### config.mk
export PLATFORM = sky130hd
export DESIGN_NAME = fault_readout
export DESIGN_NICKNAME = d
export VERILOG_FILES = /design/src/rtl/fault_readout_pkg.sv /design/src/rtl/fr_sync.sv /design/src/rtl/fr_edge.sv /design/src/rtl/fr_capture.sv /design/src/rtl/fr_shifter.sv /design/src/rtl/fault_readout.sv
export SDC_FILE = /design/constraint.sdc
export NUM_CORES = 1
export LEC_CHECK = 0
export BUFFER_PORTS_ARGS = -buffer_cell sky130_fd_sc_hd__buf_2
export CORE_ASPECT_RATIO = 1.2
export CORE_MARGIN = 5
export CORE_UTILIZATION = 56
export CTS_CLUSTER_SIZE = 10
export DETAILED_ROUTE_END_ITERATION = 12
export PLACE_DENSITY = 0.87
export SLEW_MARGIN = 10
export SYNTH_ARGS = -nofsm -noshare
export SYNTH_HDL_FRONTEND = slang
export SYNTH_SLANG_ARGS = --single-unit
### constraint.sdc
create_clock -name clk -period 1.7 [get_ports clk]
set_clock_uncertainty 0.1 [all_clocks]
set_input_delay 0.51 -clock clk [delete_from_list [all_inputs] [get_ports clk]]
set_output_delay 0.51 -clock clk [all_outputs]
set_load 0.005 [all_outputs]
### src/rtl/fault_readout_pkg.sv
package fault_readout_pkg;

    localparam int STAGES = 4;
    localparam int KINDS  = 4;
    localparam int NBITS  = STAGES * KINDS;

    typedef logic [NBITS-1:0] fault_vec_t;

    // Synchronised pin levels and detected edges
    typedef struct packed {
        logic cs_low;
        logic cs_fall;
        logic clk_high;
        logic clk_rise;
        logic di;
    } pin_evt_t;

    // Serial position of a fault: stages in order, kinds in order within a stage
    function automatic int fault_pos(input int stage, input int kind);
        return stage * KINDS + kind;
    endfunction

endpackage

### src/rtl/fr_sync.sv
module fr_sync #(
    parameter int W = 3,
    parameter int DEPTH = 2,
    parameter logic [W-1:0] INIT = '0
) (
    input  logic         clk,
    input  logic         rst,
    input  logic [W-1:0] d,
    output logic [W-1:0] q
);
    logic [W-1:0] chain [DEPTH];

    always_ff @(posedge clk) begin
        if (rst) begin
            for (int i = 0; i < DEPTH; i++) chain[i] <= INIT;
        end else begin
            chain[0] <= d;
            for (int i = 1; i < DEPTH; i++) chain[i] <= chain[i-1];
        end
    end

    assign q = chain[DEPTH-1];
endmodule

### src/rtl/fr_edge.sv
module fr_edge
    import fault_readout_pkg::*;
(
    input  logic       clk,
    input  logic       rst,
    input  logic [2:0] s,     // {cs_n, sclk, di} after synchronisation
    output pin_evt_t   ev
);
    logic prev_cs_n;
    logic prev_sclk;

    always_ff @(posedge clk) begin
        if (rst) begin
            prev_cs_n <= 1'b1;
            prev_sclk <= 1'b0;
        end else begin
            prev_cs_n <= s[2];
            prev_sclk <= s[1];
        end
    end

    always_comb begin
        ev.cs_low   = ~s[2];
        ev.cs_fall  = prev_cs_n & ~s[2];
        ev.clk_high = s[1];
        ev.clk_rise = ~prev_sclk & s[1];
        ev.di       = s[0];
    end
endmodule

### src/rtl/fr_capture.sv
module fr_capture
    import fault_readout_pkg::*;
(
    input  logic       clk,
    input  logic       rst,
    input  fault_vec_t fault_in,
    input  logic       clr,
    output fault_vec_t par
);
    fault_vec_t nxt;

    // On a clear, faults present in that cycle are kept
    for (genvar st = 0; st < STAGES; st++) begin : g_stage
        for (genvar kd = 0; kd < KINDS; kd++) begin : g_kind
            localparam int P = fault_pos(st, kd);
            assign nxt[P] = clr ? fault_in[P] : (par[P] | fault_in[P]);
        end
    end

    always_ff @(posedge clk) begin
        if (rst) par <= '0;
        else     par <= nxt;
    end
endmodule

### src/rtl/fr_shifter.sv
module fr_shifter
    import fault_readout_pkg::*;
(
    input  logic       clk,
    input  logic       rst,
    input  pin_evt_t   ev,
    input  fault_vec_t par,
    output logic       gate,
    output logic       clr,
    output logic       do_o,
    output logic       do_oe
);
    fault_vec_t shreg;
    logic       flag;
    logic       first_pending;

    assign clr = ev.clk_rise & first_pending & ~ev.cs_fall;

    always_ff @(posedge clk) begin
        if (rst) begin
            shreg         <= '0;
            flag          <= 1'b0;
            gate          <= 1'b0;
            first_pending <= 1'b0;
        end else if (ev.cs_fall) begin
            flag          <= |par;
            gate          <= ~ev.clk_high;
            shreg         <= par;
            first_pending <= 1'b1;
        end else if (ev.clk_rise) begin
            gate          <= 1'b0;
            first_pending <= 1'b0;
            if (ev.cs_low && !first_pending)
                shreg <= {ev.di, shreg[NBITS-1:1]};
        end
    end

    assign do_oe = ev.cs_low;
    assign do_o  = ev.cs_low & (gate ? (flag | ev.di) : shreg[0]);
endmodule

### src/rtl/fault_readout.sv
module fault_readout
    import fault_readout_pkg::*;
#(
    parameter int SYNC_DEPTH = 2
) (
    input  logic             clk,
    input  logic             rst,
    input  logic             cs_n,
    input  logic             sclk,
    input  logic             di,
    input  logic [NBITS-1:0] fault_in,
    output logic             do_o,
    output logic             do_oe
);
    logic [2:0] pins_s;
    pin_evt_t   ev;
    fault_vec_t par;
    logic       gate;
    logic       clr;

    fr_sync #(.W(3), .DEPTH(SYNC_DEPTH), .INIT(3'b100)) u_sync (
        .clk(clk), .rst(rst), .d({cs_n, sclk, di}), .q(pins_s)
    );

    fr_edge u_edge (
        .clk(clk), .rst(rst), .s(pins_s), .ev(ev)
    );

    fr_capture u_cap (
        .clk(clk), .rst(rst), .fault_in(fault_in), .clr(clr), .par(par)
    );

    fr_shifter u_shift (
        .clk(clk), .rst(rst), .ev(ev), .par(par),
        .gate(gate), .clr(clr), .do_o(do_o), .do_oe(do_oe)
    );
endmodule

* After elaboration in Yosys (flattened, before gate mapping) *
Memories as Yosys holds them, arrays and structs flattened.
Cells that the tools add are included.

operators by class
  reduce and logical (&&, ||, !) cells = 6
  mux-type cells = 28
  bitwise logic cells = 28

operators with widths
  kind                 number
  two-way mux 16 bit   3
  two-way mux 1 bit    23
  bitwise OR 1 bit     19
  OR reduction 16 bit  1
  two-way mux 3 bit    2
  AND 1 bit            5
  inverter 1 bit       4
  nonzero test 2 bit   2
  AND reduction 2 bit  1
  logical AND 1 bit    1
  zero test 1 bit      1

storage, ports and cells
  register bits after elaboration = 37
  RAM bits = 6
  output and inout port bits = 2
  memories kept = 1
  bits of input ports = 21

memories
  name          words  width  read ports  clocked after Yosys merged registers in  write ports  line           source
  u_sync.chain  2      3      2           0                                        2            fr_sync.sv:11  logic [W-1:0] chain [DEPTH];

* Logic depth before layout (Yosys ltp) *
  depth in word-level cells = 5
  mapped depth = 5

* Cells and area by module *
From an unflattened synthesis, not the netlist that was laid out.

second synthesis, totals
  cells, all modules = 184
  area, all modules = 1,745.4 um^2

by module, submodules not included
  module      instances  seq. area each (um^2)  cells an instance  area each (um^2)
  fr_shifter  1          380.4                  93                 888.4
  fr_capture  1          320.3                  67                 593.1
  fr_sync     1          120.1                  15                 180.2
  fr_edge     1          40.0                   9                  83.8

* Worst setup path after synthesis *
Ideal clock, no wire load.

  path kind = flip-flop to output port
  from = mem u_sync.chain[1][2] (netlist: u_sync.chain[0][5])
  to = out do_o
  stages on the path, launching flop included = 4
  arrival = 0.837 ns
  setup slack = 0.253 ns
  cell sequence = dfxtp_1 -> buf_2 -> buf_1 -> a211oi_1

RTL lines
  what         line                 source
  from (decl)  fr_sync.sv:11
  to (decl)    fault_readout.sv:12  output logic do_o,

==> flow_metrics.py <==
metrics = {
    "outcome": {
        "status": "completed",
    },
    "critical_path": {
        "path_cells": "a211oi_2, buf_2",
        "worstSetupEndpointType": "output pin",
        "cp_slowest_cell": "dfxtp_4",
        "cp_max_fo": 6,
        "slowest_delay_ns": 0.39,
        "rrSetupSlack_ns": 0.24,
        "crit_type": "reg -> out",
        "critical_path_arrival_ns": 1.05,
        "path_delay_family": "flip-flops",
        "start_kind": "register",
        "required_ns": 1.09,
        "path_buf_inv": 1,
    },
    "final_layout": {
        "nets": 244,
        "final_cells": 260,
        "fill_cells": 259,
        "area_growth_pct": 14.3,
        "num_antenna_cells": 0,
        "drive_gt1_share_pct": 28.6,
    },
    "timing": {
        "relSlewSlack_pct": 68.3,
        "tns_ns": 0,
        "finalSetupViolCount": 0,
        "setup_ws_ns": 0.0410,
        "slew_viol_final": 0,
        "hold_viol_final": 0,
        "fin_hold_ws_ns": 0.232,
        "finalCritPeriodShare_pct": 97.6,
        "fmax_ghz": 0.603,
        "tightest_slew_ns": 0.475,
        "fin_crit_ns": 1.66,
        "rsz0062_at_grt": "yes",
    },
    "place": {
        "dp.cells": 251,
        "hpwl_um": 2240,
        "gp_congestion": 0.762,
        "placement.io_buffers": 22,
        "pre_cts_slack_ns": 0.246,
    },
    "clocking": {
        "clkTransAtPathRegs_ns": 0.12,
        "hold_buffers": 0,
        "cts_tree": "built",
        "numCtsBuffers": 5,
        "clkLatencyLatePin_ns": 0.35,
        "cts_sinks": 43,
        "clk_path_buf_depth": 2,
        "htreeDepth": 2,
        "cts-root-buf": "clkbuf_4",
    },
    "hold_path": {
        "min_path_type": "in -> reg",
    },
    "yosys": {
        "synth-seq-cells": 43,
        "syn_area_mm2": 0.00176,
        "synth_area_per_cell_um2": 8.91,
        "synth_nets": 219,
        "synth.distinct_cells": 25,
        "ys_warn_count": 0,
        "netlist_instances": 198,
        "yosysSeqAreaShare_pct": 48.8,
    },
    "die": {
        "die_h_um": 71.5,
        "core_mm2": 0.00306,
        "io_pins": 23,
        "initial_core_util_pct": 57.7,
        "rows": 22,
        "die-area_mm2": 0.00438,
        "fp.dieW_um": 61.2,
    },
    "pwr": {
        "power_per_cell_area_mw_per_mm2": 974,
        "ir_worst_vdd_mv": 0.804,
        "p_switching_uw": 453,
        "leakage_nw": 0.907,
        "seq_power_share_pct": 56.5,
        "sw_frac_of_total_pct": 23.1,
        "power.internal_mw": 1.51,
        "combPwrFrac_pct": 9.6,
        "total_power_mw": 1.96,
        "clkPwrFrac_pct": 33.9,
    },
    "drt": {
        "vias_per_cell": 5.41,
        "wl_per_cell_um": 12.4,
        "vias": 1407,
        "first_pass_iters": 4,
        "drt_iter0_drc": 37,
        "drtAntennaViolNets": 0,
        "wirelength_um": 3230,
        "route.detailed.drc": 0,
    },
    "grt": {
        "grt_pass1_wl_um": 5600,
        "overflow": 0,
        "antenna_found_initial": 0,
        "grt_max_degree": 22,
        "grt_pass1_vias": 1281,
        "gr-usage-all-layers_pct": 16.8,
    },
    "job": {
        "drv_cap": 0,
    },
}
==> synthesized netlist by cell type (all sizes together) <==
library cell   n  area, um2
nand2          1       3.75
a21oi         34        170
nor2          19       71.3
or2            2       12.5
dfxtp         43        861
nand3b         1       7.51
nor3b          1       18.8
o21a           1       15.0
nor4           4       25.0
and3           1       6.26
buf            5       40.0
clkbuf         8       30.0
or2b           1       7.51
nor2b         22        138
nand2b         1       6.26
a31oi          1       6.26
clkinv         1       3.75
inv           17       63.8
a211oi         1       7.51
o221a         16        180
o21ai         18       90.1
==> flip-flops by register name (all words and copies together) (netlist names) <==
| name | flops |
|---|---|
| u_cap.par | 16 |
| u_edge.prev_cs_n | 1 |
| u_edge.prev_sclk | 1 |
| u_shift.first_pending | 1 |
| u_shift.flag | 1 |
| u_shift.gate | 1 |
| u_shift.shreg | 16 |
| u_sync.chain | 6 |
==> cell usage in the layout (no fill, tap or decap), types with 2 or more instances in the layout <==
cell      instances
a21oi_1          34
nor4_1            4
buf_2            22
clkbuf_4          5
inv_1            17
dfxtp_1          38
or2_2             2
nor2_1           19
o221a_2          15
dfxtp_2           4
o21ai_0          18
nor2b_1          22
buf_4             9
==> through the flow <==
step	instance area, um2	utilization, %
detailed placement	1910	62.5
floorplan	1760	-
global route	2020	66.0
global placement	1910	62.5
finish	2020	66.0
CTS	2000	65.5
==> worst paths after layout <==
kind                            startpoint                       endpoint  cells past startpoint
min                                   cs_n  u_sync.chain[0][2]$_SDFF_PP1_                      2
max          u_sync.chain[0][5]$_SDFF_PP1_                           do_o                      2
min reg2reg  u_sync.chain[0][2]$_SDFF_PP1_  u_sync.chain[0][5]$_SDFF_PP1_                      1
max reg2reg  u_sync.chain[0][4]$_SDFF_PP0_  u_shift.shreg[5]$_SDFFE_PP0P_                      4
==> kinds of logic after synthesis <==
family                 synth area share [%]
and+or+nand+nor                        16.8
DFF                                    48.8
buffers and inverters                  7.80
AOI/OAI and AO/OA                      26.6
==> power by group through the flow <==
stage | Sequential, mW | Clock [mW] | Combinational, mW
2_1_floorplan | 1.12 | 0 | 0.139
3_3_place_gp | 1.13 | 0 | 0.180
3_5_place_dp | 1.13 | 0 | 0.185
4_1_cts | 1.11 | 0.684 | 0.185
5_1_grt | 1.12 | 0.724 | 0.215
6_report | 1.11 | 0.666 | 0.188
==> what timing repair did <==
| item | 4_1_cts | 5_1_grt |
|---|---|---|
| setup buffers | 0 | 1 |
| pin swaps | 2 | 1 |
| endpoints found under the setup margin | 2 | 1 |
| hold endpoints to repair | 0 | 0 |
| gates resized for setup | 5 | 2 |
==> final cells by class <==
| cell class | count | area [um2] | share of cell area, % |
|---|---|---|---|
| Sequential cell | 43 | 870 | 43.1 |
| Clock inverter | 2 | 35.0 | 1.74 |
| Timing Repair Buffer | 31 | 178 | 8.81 |
| Multi-Input combinational cell | 124 | 771 | 38.2 |
| Tap cell | 36 | 45.0 | 2.23 |
| Inverter | 18 | 67.6 | 3.35 |
| Clock buffer | 6 | 51.3 | 2.54 |
==> routing by layer <==
layer  routed length [um]  up-vias  global-route usage [%]
met3                  188        4                    5.59
met1                 1550      632                    22.5
li1                     -      737                       -
met2                 1430       34                    24.1
met4                   62        0                    7.95
met5                    0        -                       0
Power figures use the tool's default switching activity.
